--- src/rtl/dv_pkg.sv ---
package dv_pkg;
  localparam int unsigned COMMA_W = 7;
  // Oldest bit in the MSB position.
  localparam logic [COMMA_W-1:0] COMMA_POS = 7'b0011111;
  localparam logic [COMMA_W-1:0] COMMA_NEG = 7'b1100000;

  typedef enum logic {FILT_SINGLE = 1'b0, FILT_MULTI = 1'b1} filt_mode_e;
endpackage

--- src/rtl/dv_run_check.sv ---
module dv_run_check #(
  parameter int unsigned RUN_MAX = 5
) (
  input  logic clk,
  input  logic rst_n,
  input  logic bit_vld,
  input  logic bit_in,
  output logic run_err
);
  localparam int unsigned RUN_W   = $clog2(RUN_MAX + 2);
  localparam logic [RUN_W-1:0] RUN_SAT = RUN_W'(RUN_MAX + 1);

  logic             last_q;
  logic [RUN_W-1:0] len_q, len_d;

  always_comb begin
    if (bit_in != last_q)      len_d = RUN_W'(1);
    else if (len_q == RUN_SAT) len_d = len_q;
    else                       len_d = len_q + RUN_W'(1);
  end

  assign run_err = bit_vld && (len_d == RUN_SAT);

  always_ff @(posedge clk or negedge rst_n) begin
    if (!rst_n) begin
      last_q <= 1'b0;
      len_q  <= '0;
    end else if (bit_vld) begin
      last_q <= bit_in;
      len_q  <= len_d;
    end
  end
endmodule

--- src/rtl/dv_comma_check.sv ---
module dv_comma_check
  import dv_pkg::*;
(
  input  logic clk,
  input  logic rst_n,
  input  logic bit_vld,
  input  logic bit_in,
  output logic comma_hit
);
  localparam int unsigned FILL_W = $clog2(COMMA_W + 1);

  logic [COMMA_W-1:0] sh_q, sh_d;
  logic [FILL_W-1:0]  fill_q, fill_d;
  logic               full;

  always_comb begin
    sh_d   = {sh_q[COMMA_W-2:0], bit_in};
    full   = (fill_q >= FILL_W'(COMMA_W - 1));
    fill_d = (fill_q == FILL_W'(COMMA_W)) ? fill_q : fill_q + FILL_W'(1);
  end

  assign comma_hit = bit_vld && full && ((sh_d == COMMA_POS) || (sh_d == COMMA_NEG));

  always_ff @(posedge clk or negedge rst_n) begin
    if (!rst_n) begin
      sh_q   <= '0;
      fill_q <= '0;
    end else if (bit_vld) begin
      sh_q   <= sh_d;
      fill_q <= fill_d;
    end
  end
endmodule

--- src/rtl/dv_frame_eval.sv ---
module dv_frame_eval #(
  parameter int unsigned FRAME_LOG2 = 15
) (
  input  logic clk,
  input  logic rst_n,
  input  logic bit_vld,
  input  logic run_err,
  input  logic comma_hit,
  output logic frame_end,
  output logic frame_good
);
  logic [FRAME_LOG2-1:0] pos_q;
  logic                  err_seen_q, comma_seen_q;
  logic                  err_seen_d, comma_seen_d;

  assign frame_end  = bit_vld && (&pos_q);
  assign frame_good = !(err_seen_q || run_err) && (comma_seen_q || comma_hit);

  always_comb begin
    err_seen_d   = err_seen_q;
    comma_seen_d = comma_seen_q;
    if (frame_end) begin
      err_seen_d   = 1'b0;
      comma_seen_d = 1'b0;
    end else if (bit_vld) begin
      err_seen_d   = err_seen_q   || run_err;
      comma_seen_d = comma_seen_q || comma_hit;
    end
  end

  always_ff @(posedge clk or negedge rst_n) begin
    if (!rst_n) begin
      pos_q        <= '0;
      err_seen_q   <= 1'b0;
      comma_seen_q <= 1'b0;
    end else begin
      if (bit_vld) pos_q <= pos_q + 1'b1;
      err_seen_q   <= err_seen_d;
      comma_seen_q <= comma_seen_d;
    end
  end
endmodule

--- src/rtl/dv_frame_filter.sv ---
module dv_frame_filter
  import dv_pkg::*;
#(
  parameter int unsigned MULTI_N = 4
) (
  input  logic       clk,
  input  logic       rst_n,
  input  logic       frame_end,
  input  logic       frame_good,
  input  filt_mode_e mode,
  output logic       dv,
  output logic [$clog2(MULTI_N)-1:0] good_run,
  output logic [$clog2(MULTI_N)-1:0] bad_run
);
  localparam int unsigned CNT_W = $clog2(MULTI_N);
  localparam logic [CNT_W-1:0] LAST = CNT_W'(MULTI_N - 1);

  logic             dv_q, dv_d;
  logic [CNT_W-1:0] good_q, good_d, bad_q, bad_d;

  always_comb begin
    dv_d   = dv_q;
    good_d = good_q;
    bad_d  = bad_q;
    if (frame_end) begin
      if (mode == FILT_SINGLE) begin
        dv_d   = frame_good;
        good_d = '0;
        bad_d  = '0;
      end else if (frame_good) begin
        bad_d = '0;
        if (!dv_q) begin
          if (good_q == LAST) begin
            dv_d   = 1'b1;
            good_d = '0;
          end else begin
            good_d = good_q + CNT_W'(1);
          end
        end
      end else begin
        good_d = '0;
        if (dv_q) begin
          if (bad_q == LAST) begin
            dv_d  = 1'b0;
            bad_d = '0;
          end else begin
            bad_d = bad_q + CNT_W'(1);
          end
        end
      end
    end
  end

  always_ff @(posedge clk or negedge rst_n) begin
    if (!rst_n) begin
      dv_q   <= 1'b0;
      good_q <= '0;
      bad_q  <= '0;
    end else begin
      dv_q   <= dv_d;
      good_q <= good_d;
      bad_q  <= bad_d;
    end
  end

  assign dv       = dv_q;
  assign good_run = good_q;
  assign bad_run  = bad_q;
endmodule

--- src/rtl/serial_dv_detect.sv ---
module serial_dv_detect
  import dv_pkg::*;
#(
  parameter int unsigned FRAME_LOG2 = 15,
  parameter int unsigned RUN_MAX    = 5,
  parameter int unsigned MULTI_N    = 4
) (
  input  logic clk,
  input  logic rst_n,
  input  logic bit_vld,
  input  logic bit_in,
  input  logic multi_frame,
  output logic data_valid
);
  localparam int unsigned CNT_W = $clog2(MULTI_N);

  logic [1:0]       rst_sync_q;
  logic             rst_int_n;
  logic             run_err, comma_hit, frame_end, frame_good;
  logic [CNT_W-1:0] good_run, bad_run;
  filt_mode_e       mode;

  always_ff @(posedge clk or negedge rst_n) begin
    if (!rst_n) rst_sync_q <= 2'b00;
    else        rst_sync_q <= {rst_sync_q[0], 1'b1};
  end
  assign rst_int_n = rst_sync_q[1];
  assign mode      = multi_frame ? FILT_MULTI : FILT_SINGLE;

  dv_run_check #(.RUN_MAX(RUN_MAX)) i_run (
    .clk(clk), .rst_n(rst_int_n), .bit_vld(bit_vld), .bit_in(bit_in), .run_err(run_err)
  );

  dv_comma_check i_comma (
    .clk(clk), .rst_n(rst_int_n), .bit_vld(bit_vld), .bit_in(bit_in), .comma_hit(comma_hit)
  );

  dv_frame_eval #(.FRAME_LOG2(FRAME_LOG2)) i_eval (
    .clk(clk), .rst_n(rst_int_n), .bit_vld(bit_vld), .run_err(run_err),
    .comma_hit(comma_hit), .frame_end(frame_end), .frame_good(frame_good)
  );

  dv_frame_filter #(.MULTI_N(MULTI_N)) i_filt (
    .clk(clk), .rst_n(rst_int_n), .frame_end(frame_end), .frame_good(frame_good),
    .mode(mode), .dv(data_valid), .good_run(good_run), .bad_run(bad_run)
  );
endmodule

--- config.mk ---
export PLATFORM = sky130hd
export DESIGN_NAME = serial_dv_detect
export DESIGN_NICKNAME = d
export VERILOG_FILES = /design/src/rtl/dv_pkg.sv /design/src/rtl/dv_run_check.sv /design/src/rtl/dv_comma_check.sv /design/src/rtl/dv_frame_eval.sv /design/src/rtl/dv_frame_filter.sv /design/src/rtl/serial_dv_detect.sv
export SDC_FILE = /design/constraint.sdc
export NUM_CORES = 1
export LEC_CHECK = 0
export BUFFER_PORTS_ARGS = -buffer_cell sky130_fd_sc_hd__buf_2
export CAP_MARGIN = 20
export CORE_AREA = 2 2 75 48
export DETAILED_ROUTE_END_ITERATION = 8
export DIE_AREA = 0 0 77 50
export GPL_TIMING_DRIVEN = 0
export MAX_ROUTING_LAYER = met4
export PLACE_DENSITY_LB_ADDON = 0.1
export REMOVE_ABC_BUFFERS = 1
export SLEW_MARGIN = 20
export SYNTH_ARGS = -nofsm -noshare
export SYNTH_HDL_FRONTEND = slang
export SYNTH_HIERARCHICAL = 1
export SYNTH_SLANG_ARGS = --single-unit
--- constraint.sdc ---
create_clock -name clk -period 1.4 [get_ports clk]
set_clock_uncertainty 0.1 [all_clocks]
set_input_delay 0.42 -clock clk [delete_from_list [all_inputs] [get_ports clk]]
set_output_delay 0.42 -clock clk [all_outputs]
set_load 0.02 [all_outputs]
==> impl_metrics.ini, run 1 <==
[run_status]
status = finished with violations
violations = negative setup slack

[floorplan]
die_h_um = 50
start_util_pct = 57.6
die_area_sq_um = 3850
core_area_sq_um = 3160
chipWidth_um = 77
pin_count = 6
num_rows = 16

[routing]
wl_per_cell_um = 16.8
vias = 1313
drtAntennaViolNets = 0
wirelength_um = 3920
first_pass_iters = 4
initialDrtViolationCount = 71
viasPerCell = 5.64
drc = 0

[clock_tree]
cts_max_level = 2
numClockSinks = 37
clkTransAtPathRegs_ps = 70
cts_root_buf = clkbuf_8
numCtsBuffers = 5
tritoncts = built
cts_buffer_depth = 2
clock_latency_ps = 290

[final_layout]
drive_gt1_share_pct = 37.2
fin_nets = 200
design_area_sq_um = 2320
final_util_pct = 73.4
n_antenna_cell = 0
areaGrowthSynthToFinish_pct = 27.5

[worst_hold_path]
hp-class = flip-flop to async pin

[placement]
dp_hpwl_um = 2060
gp_congestion = 0.754
place_ws_ps = -1170
place_area_sq_um = 1870
numPortBuffers = 5

[setup_path]
reg2reg_to = i_filt/bad_run[1]
crit_path_end = i_filt/bad_run[1]
cp-start-kind = flip-flop
critPathKind = flip-flop to flip-flop
critPathLaunch = i_run/len_q[0]
arrival_ps = 2150
end_kind = flip-flop
critPathRequiredTime_ps = 1520
cp_max_fo = 4
regToRegStartpoint = i_run/len_q[0]
reg2reg_depth = 8
r2r_setup_slack_ps = -630

[yosys]
yosys.area.top_type = dfrtp_1
synth-edff-count = 0
synth.distinct_cells = 37
synthTopCellsByCount = dfrtp_1, nand2_1, mux2_2, nand3_1, xnor2_1
async_reset_ff_share_pct = 100
synth_seq_area_share_pct = 50.8
synthTopCellsByArea = dfrtp_1, mux2_2, ha_1
yosysTopAreaCellShare_pct = 50.8
syn_area_per_cell_sq_um = 11.5
synth.most_common_cell = dfrtp_1
ys_ff_latch = 37
synth_area_sq_um = 1820
ys.flop_type = dfrtp_1
yosysWarnings = 6
syn-instance-count = 158

[power]
p_leak_nw = 1.06
powerDensity_nw_per_um2 = 1410
peakVddDrop_mv = 0.956

[timing]
timing.final.crit_share_pct = 145
max_freq_ghz = 0.492
drv_slew = 0
setup_viol = 11
fin_ws_ps = -633
hold_viol = 0
tightestPinTransition_ps = 761
rsz0062_at_grt = true
max_slew_margin_pct = 49.3
fin_crit_ps = 2030

[flow_run]
cap_viol_max_count = 0

[global_routing]
antenna_found_initial = 0
grt_max_degree = 36
overflow = 0
groute.usage.overall_pct = 21.8
grt_pass1_vias = 1307
grt_pass1_wl_um = 6140
## report_power, final
group,switching (W),internal (W),total [W]
Combinational,0.000467,0.000521,0.000988
Sequential,0.000281,0.00131,0.00159
Clock,0.000364,0.000345,0.000709
Total,0.00111,0.00217,0.00328
## logic make-up after synthesis
group	count (synthesis)	synth area share, %
simple gates	54	18.1
flops	37	50.8
compound gates	21	7.97
xor+xnor	16	7.69
buf+inv	11	3.30
mux	10	6.39
fa+ha+maj	8	5.49
other cells	1	0.206
## routing by layer
| layer | up-vias | track usage (%) | share of wire, % |
|---|---|---|---|
| met1 | 649 | 25.5 | 45 |
| met4 | 0 | 6.25 | 1.2 |
| met3 | 6 | 7.14 | 4.4 |
| met5 | - | - | 0 |
| met2 | 33 | 36.5 | 50 |
| li1 | 625 | - | - |
## layout make-up
type / count / area, sq um
Tap cell: 45 / 56.3
Sequential cell: 37 / 931
Timing Repair Buffer: 25 / 203
Clock buffer: 6 / 72.6
Inverter: 8 / 30.0
Multi-Input combinational cell: 110 / 1020
Clock inverter: 2 / 10.0
Fill cell: 212 / 841
## worst min-delay path by stage
stage          cells after the start              end     startpoint  slack (ps)
5_1_grt                            0    rst_sync_q[1]  rst_sync_q[0]         270
3_5_place_dp                       1    rst_sync_q[0]          rst_n         110
2_1_floorplan                      0    rst_sync_q[0]          rst_n          20
6_report                           0  i_eval/pos_q[0]  rst_sync_q[1]         250
4_1_cts                            0    rst_sync_q[1]  rst_sync_q[0]         260
3_3_place_gp                       1    rst_sync_q[0]          rst_n         100
## sequential cells by signal (all words and copies together) (netlist names)
name / count
i_eval/pos_q: 15
i_eval/err_seen_q: 1
i_comma/fill_q: 3
i_filt/bad_run: 2
i_filt/good_run: 2
rst_sync_q: 2
i_eval/comma_seen_q: 1
i_run/last_q: 1
i_filt/dv: 1
i_run/len_q: 3
i_comma/sh_q: 6
## cells in the final DEF (no fill, tap or decap), drive strengths merged
cell         count
o21ai            4
o211ai           1
clkinv           2
clkbuf           6
dlygate4sd3      1
and4bb           1
o2bb2ai          4
nor2             5
inv              8
buf             24
nor4bb           1
and4             1
nor3             5
nand3            9
mux2            10
xnor2            9
a21oi            8
nand2           11
o22a             1
a2111oi          1
a31oi            2
nor4             6
conb             1
xor2             7
nand3b           1
dfrtp           37
and3b            1
ha               8
nor2b            1
nor3b            1
nand2b           3
nand4            7
or3              1
## worst max-delay path: stages, from the launching register on
cell	delay [ps]
dfrtp_1	390
inv_1	70
ha_2	190
nand2_2	50
or3_4	340
a2111oi_4	410
nor3_2	120
nand2b_4	170
o2bb2ai_2	110
## through the flow
step                      hold slack [ps]  instances  power (W)  TNS, ps
after floorplan                      24.4        155    0.00202    -3470
after global routing                  270        233    0.00351    -5200
after CTS                             259        224    0.00311    -3150
after global placement                103        205    0.00213   -15590
after detailed placement              107        205    0.00220   -11030
final                                 246        233    0.00328    -3760
## what timing repair did
action                                  in CTS  in global routing
endpoints found under the setup margin      16                 14
hold endpoints to repair                     2                  0
gates resized for setup                     24                 18
hold buffers                                 1                  0
pin swaps                                    8                 14
buffers inserted                            10                 11
(Power assumes the default switching activity.)
==> inputs of run 2 (changes only) <==
- SKIP_LAST_GASP: unset -> 1
==> impl_metrics.ini, run 2 (synthesis gave the netlist of run 1 again) <==
[global_routing]
met3_usage_pct = 7.14
overflow = 0
grt_max_degree = 36
antenna_found_initial = 0
grt_pass1_vias = 1307
grt_pass1_wl_um = 6200
groute.usage.overall_pct = 22.1
grtUsageMet2_pct = 36.8
grtUsageMet1_pct = 26.2
grt_busiest_layer = met2

[clock_tree]
cts_max_level = 2
clkTransAtPathRegs_ps = 70
clock_latency_ps = 290
numCtsBuffers = 5
cts_root_buf = clkbuf_8
cts_buffer_depth = 2
tritoncts = built
numClockSinks = 37

[power]
p_seq_share_pct = 49.3
power.switching_w = 0.00106
clock_power_share_pct = 21.8
powerDensity_nw_per_um2 = 1420
p_leak_nw = 1.03
p_int_w = 0.00215
p_total_w = 0.00321
peakVddDrop_mv = 0.925
swShare_pct = 33.0
p_comb_share_pct = 28.9

[timing]
hold_viol = 0
fin_ws_ps = -634
max_freq_ghz = 0.492
drv_slew = 0
max_slew_margin_pct = 50.0
tightestPinTransition_ps = 750
fin_tns_setup_ps = -3650
rsz0062_at_grt = true
timing.final.crit_share_pct = 145
fin_crit_ps = 2030
setup_viol = 11

[routing]
first_pass_iters = 4
wirelength_um = 3580
vias = 1278
viasPerCell = 5.58
drc = 0
initialDrtViolationCount = 82
wl_per_cell_um = 15.6
drtAntennaViolNets = 0

[placement]
gp_congestion = 0.754
numPortBuffers = 5
dp_hpwl_um = 2060

[flow_run]
cap_viol_max_count = 0

[setup_path]
cp-start-kind = flip-flop
critPathRequiredTime_ps = 1520
critPathKind = flip-flop to flip-flop
arrival_ps = 2150
end_kind = flip-flop
slowest_stage = a2111oi_4
max_stage_delay_ps = 410
crit_path_cell_trace = inv_1, ha_2, nand2_2, or3_4, a2111oi_4, nor3_2, nand2b_4, o2bb2ai_2
cp_max_fo = 4

[floorplan]
die_h_um = 50
start_util_pct = 57.6
pin_count = 6
die_area_sq_um = 3850
chipWidth_um = 77
num_rows = 16
core_area_sq_um = 3160

[final_layout]
areaGrowthSynthToFinish_pct = 23.8
fin_nets = 196
n_antenna_cell = 0
layout_commonest_cell = dfrtp_1
largestRegisters = i_eval/pos_q x15, i_comma/sh_q x6
regMostFlops = i_eval/pos_q
largest_register_ffs = 15
layout_common_cells = dfrtp_1, buf_4, nand2_1, mux2_2, xnor2_1
drive_gt1_share_pct = 34.8

[run_status]
status = finished with violations
violations = negative setup slack

[worst_hold_path]
hp-class = flip-flop to async pin
[run 2: metrics by stage]
step | setup WS, ps | hold WS, ps | util (%) | instance area, sq um | std cells
global route | -768 | 270 | 71.3 | 2260 | 229
CTS | -570 | 259 | 67.7 | 2140 | 224
finish | -634 | 242 | 71.3 | 2260 | 229
floorplan | -653 | 24.4 | - | 1790 | 155
detailed placement | -1170 | 107 | 59.3 | 1870 | 205
global placement | -1130 | 103 | 59.2 | 1870 | 205
[run 2: critical path: cells and delay by family, from the launching register on]
family	cells	cell delay, ps
simple gates	4	690
fa+ha+maj	1	190
buf+inv	1	70
compound gates	2	520
flops	1	390
[run 2: final cells by class]
class	instances	area, sq um
Fill cell	224	907
Clock buffer	6	72.6
Inverter	8	30.0
Timing Repair Buffer	21	165
Multi-Input combinational cell	110	991
Tap cell	45	56.3
Clock inverter	2	10.0
Sequential cell	37	931
[run 2: what timing repair did]
action / 4_1_cts / 5_1_grt
endpoints found under the hold margin: 2 / 0
setup endpoints to repair: 16 / 16
buffers inserted: 10 / 7
hold buffers: 1 / 0
gates resized for setup: 21 / 13
pin swaps: 8 / 13
[run 2: worst paths after layout]
| check | from | end | slack (ps) | depth (start not counted) |
|---|---|---|---|---|
| worst min register to register | rst_sync_q[1] | i_eval/pos_q[1] | 240 | 0 |
| max in group asynchronous | rst_sync_q[1] | i_filt/dv | 430 | 0 |
| worst max-delay path | i_run/len_q[0] | i_filt/bad_run[1] | -630 | 8 |
| min in group clk | rst_sync_q[0] | rst_sync_q[1] | 260 | 0 |
| worst max register to register | i_run/len_q[0] | i_filt/bad_run[1] | -630 | 8 |
| worst min-delay path | rst_sync_q[1] | i_eval/pos_q[1] | 240 | 0 |
[run 2: power groups by stage]
stage	registers, W	clock network, W	logic [W]
2_1_floorplan	0.00154	0	0.000478
3_3_place_gp	0.00159	0	0.000548
3_5_place_dp	0.00161	0	0.000585
4_1_cts	0.00157	0.000732	0.000799
5_1_grt	0.00161	0.000788	0.00104
6_report	0.00158	0.000700	0.000926
[run 2: routing by layer]
layer,share of wire (%),vias to the layer above
met5,0,-
met4,0.89,0
met3,3.6,6
met2,49,28
met1,46,627
li1,-,617
==> inputs of run 3 (changes only) <==
- CORE_AREA: 2 2 75 48 -> 2 2 74 48
- DIE_AREA: 0 0 77 50 -> 0 0 76 50
- SYNTH_HIERARCHICAL: 1 -> unset
==> impl_metrics.ini, run 3 <==
[run_status]
status = finished with violations
violations = negative setup slack

[placement]
dp_hpwl_um = 2040
place_ws_ps = -715
gp_congestion = 0.809
numPortBuffers = 5

[power]
peakVddDrop_mv = 1.32
powerDensity_nw_per_um2 = 1560
p_leak_nw = 1.06
p_total_w = 0.00373

[floorplan]
pin_count = 6
num_rows = 16
die_h_um = 50
die_area_sq_um = 3800
start_util_pct = 57.5
chipWidth_um = 76
core_area_sq_um = 3100

[routing]
first_pass_iters = 4
drc = 0
initialDrtViolationCount = 67
wirelength_um = 3930
vias = 1357
viasPerCell = 5.61
drtAntennaViolNets = 0
wl_per_cell_um = 16.3

[timing]
timing.final.crit_share_pct = 131
tightestPinTransition_ps = 743
max_slew_margin_pct = 50.4
fin_crit_ps = 1840
setup_viol = 14
max_freq_ghz = 0.543
rsz0062_at_grt = true
hold_ws_ps = 233
hold_viol = 0
drv_slew = 0
fin_tns_setup_ps = -3330
fin_ws_ps = -440

[clock_tree]
numCtsBuffers = 5
cts_buffer_depth = 2
tritoncts = built
clkTransAtPathRegs_ps = 80
numClockSinks = 36
cts_root_buf = clkbuf_8
clock_latency_ps = 300
cts_max_level = 2

[setup_path]
crit_path_cell_trace = buf_6, ha_4, nand2_1, o21bai_1, o31a_2, nor2b_4, a32o_1
critPathBufInv = 1
path_delay_family = compound AO/OA/AOI/OAI gates
reg2reg_depth = 7
cp.depth = 7
max_stage_delay_ps = 430
end_kind = flip-flop
arrival_ps = 1920
cp-start-kind = flip-flop
critPathRequiredTime_ps = 1480
slowest_stage = dfrtp_1
critPathKind = flip-flop to flip-flop
cp_max_fo = 3

[final_layout]
largest_register_ffs = 15
drive_gt1_share_pct = 41.6
n_antenna_cell = 0
multi_input_area_sq_um = 1000
n_fill_cell = 182
layout_commonest_cell = dfrtp_1
fin_nets = 211
areaGrowthSynthToFinish_pct = 33.9
regMostFlops = i_eval.pos_q
layout_common_cells = dfrtp_1, buf_4, nand2_1
largestRegisters = i_eval.pos_q x15, i_comma.sh_q x6
final_util_pct = 77.0
register_area_sq_um = 906

[yosys]
synthTopCellsByCount = dfrtp_1, nand2_1, xnor2_1
ys.flop_type = dfrtp_1
yosys.area.top_type = dfrtp_1
ys_ff_latch = 36
synth.distinct_cells = 39
async_reset_ff_share_pct = 100
syn_area_per_cell_sq_um = 11.3
synth_area_sq_um = 1780
synthTopCellsByArea = dfrtp_1, ha_1, xnor2_1
yosysWarnings = 0
synth-edff-count = 0
syn-instance-count = 158
yosysTopAreaCellShare_pct = 50.5
synth_seq_area_share_pct = 50.5
synth.most_common_cell = dfrtp_1

[global_routing]
overflow = 0
antenna_found_initial = 0
grt_max_degree = 35
groute.usage.overall_pct = 21.7
grt_pass1_wl_um = 6050
grt_pass1_vias = 1291

[flow_run]
cap_viol_max_count = 0

[worst_hold_path]
hp-class = flip-flop to async pin
run 3: logic make-up (layout without fill, tap and decap cells):
group | after synthesis | count (layout) | synth area share, %
adders and majority gates | 10 | 10 | 7.01
buffers and inverters | 16 | 54 | 3.86
and+or+nand+nor | 45 | 46 | 15.5
xor gates and xnor gates | 15 | 15 | 7.36
DFF | 36 | 36 | 50.5
AOI/OAI and AO/OA | 28 | 28 | 11.2
muxes | 7 | 7 | 4.42
other | 1 | 1 | 0.210
run 3: final timing paths:
path	start	end	slack, ps
setup / recovery	i_run.len_q[1]	i_filt.good_run[0]	-440
hold / removal	rst_sync_q[1]	i_run.len_q[0]	230
setup reg to reg	i_run.len_q[1]	i_filt.good_run[0]	-440
hold reg to reg	rst_sync_q[1]	i_run.len_q[0]	230
max in group asynchronous	rst_sync_q[1]	i_eval.pos_q[3]	440
min in group clk	rst_sync_q[0]	rst_sync_q[1]	260
run 3: cell type report:
class	count	share of cell area, %
multi-input cells	107	42.1
flip-flops and latches	36	37.9
repair buffers	34	11.9
clock buffers	6	3.46
well taps	45	2.36
inverters	12	1.89
clock inverters	2	0.419
run 3: what timing repair did:
item	in CTS	in global routing
setup buffers	15	15
hold buffers	1	0
pin swaps	8	12
gates cloned	0	1
setup endpoints to repair	16	16
hold endpoints to repair	2	0
gates resized for setup	23	27
run 3: worst reg2reg max path, delay by kind of cell (launching register included):
family / cells / cell delay [ps]
simple gates: 2 / 210
fa+ha+maj: 1 / 160
compound gates: 3 / 680
buf+inv: 1 / 150
flops: 1 / 430
run 3: layer usage:
layer / track usage [%] / up-vias / wire, um
met5: - / - / 0
met4: 10.0 / 0 / 54
met2: 36.0 / 38 / 1970
met3: 5.49 / 8 / 178
li1: - / 628 / -
met1: 25.3 / 683 / 1730
run 3: metrics by stage:
step | std cells | area [sq um]
2_1_floorplan | 154 | 1760
3_3_place_gp | 204 | 1840
3_5_place_dp | 204 | 1840
4_1_cts | 228 | 2180
5_1_grt | 242 | 2390
6_report | 242 | 2390
run 3: report_power, final:
group | internal, W | switching [W]
sequential | 0.00128 | 0.000320
clock | 0.000393 | 0.000386
combinational | 0.000806 | 0.000547
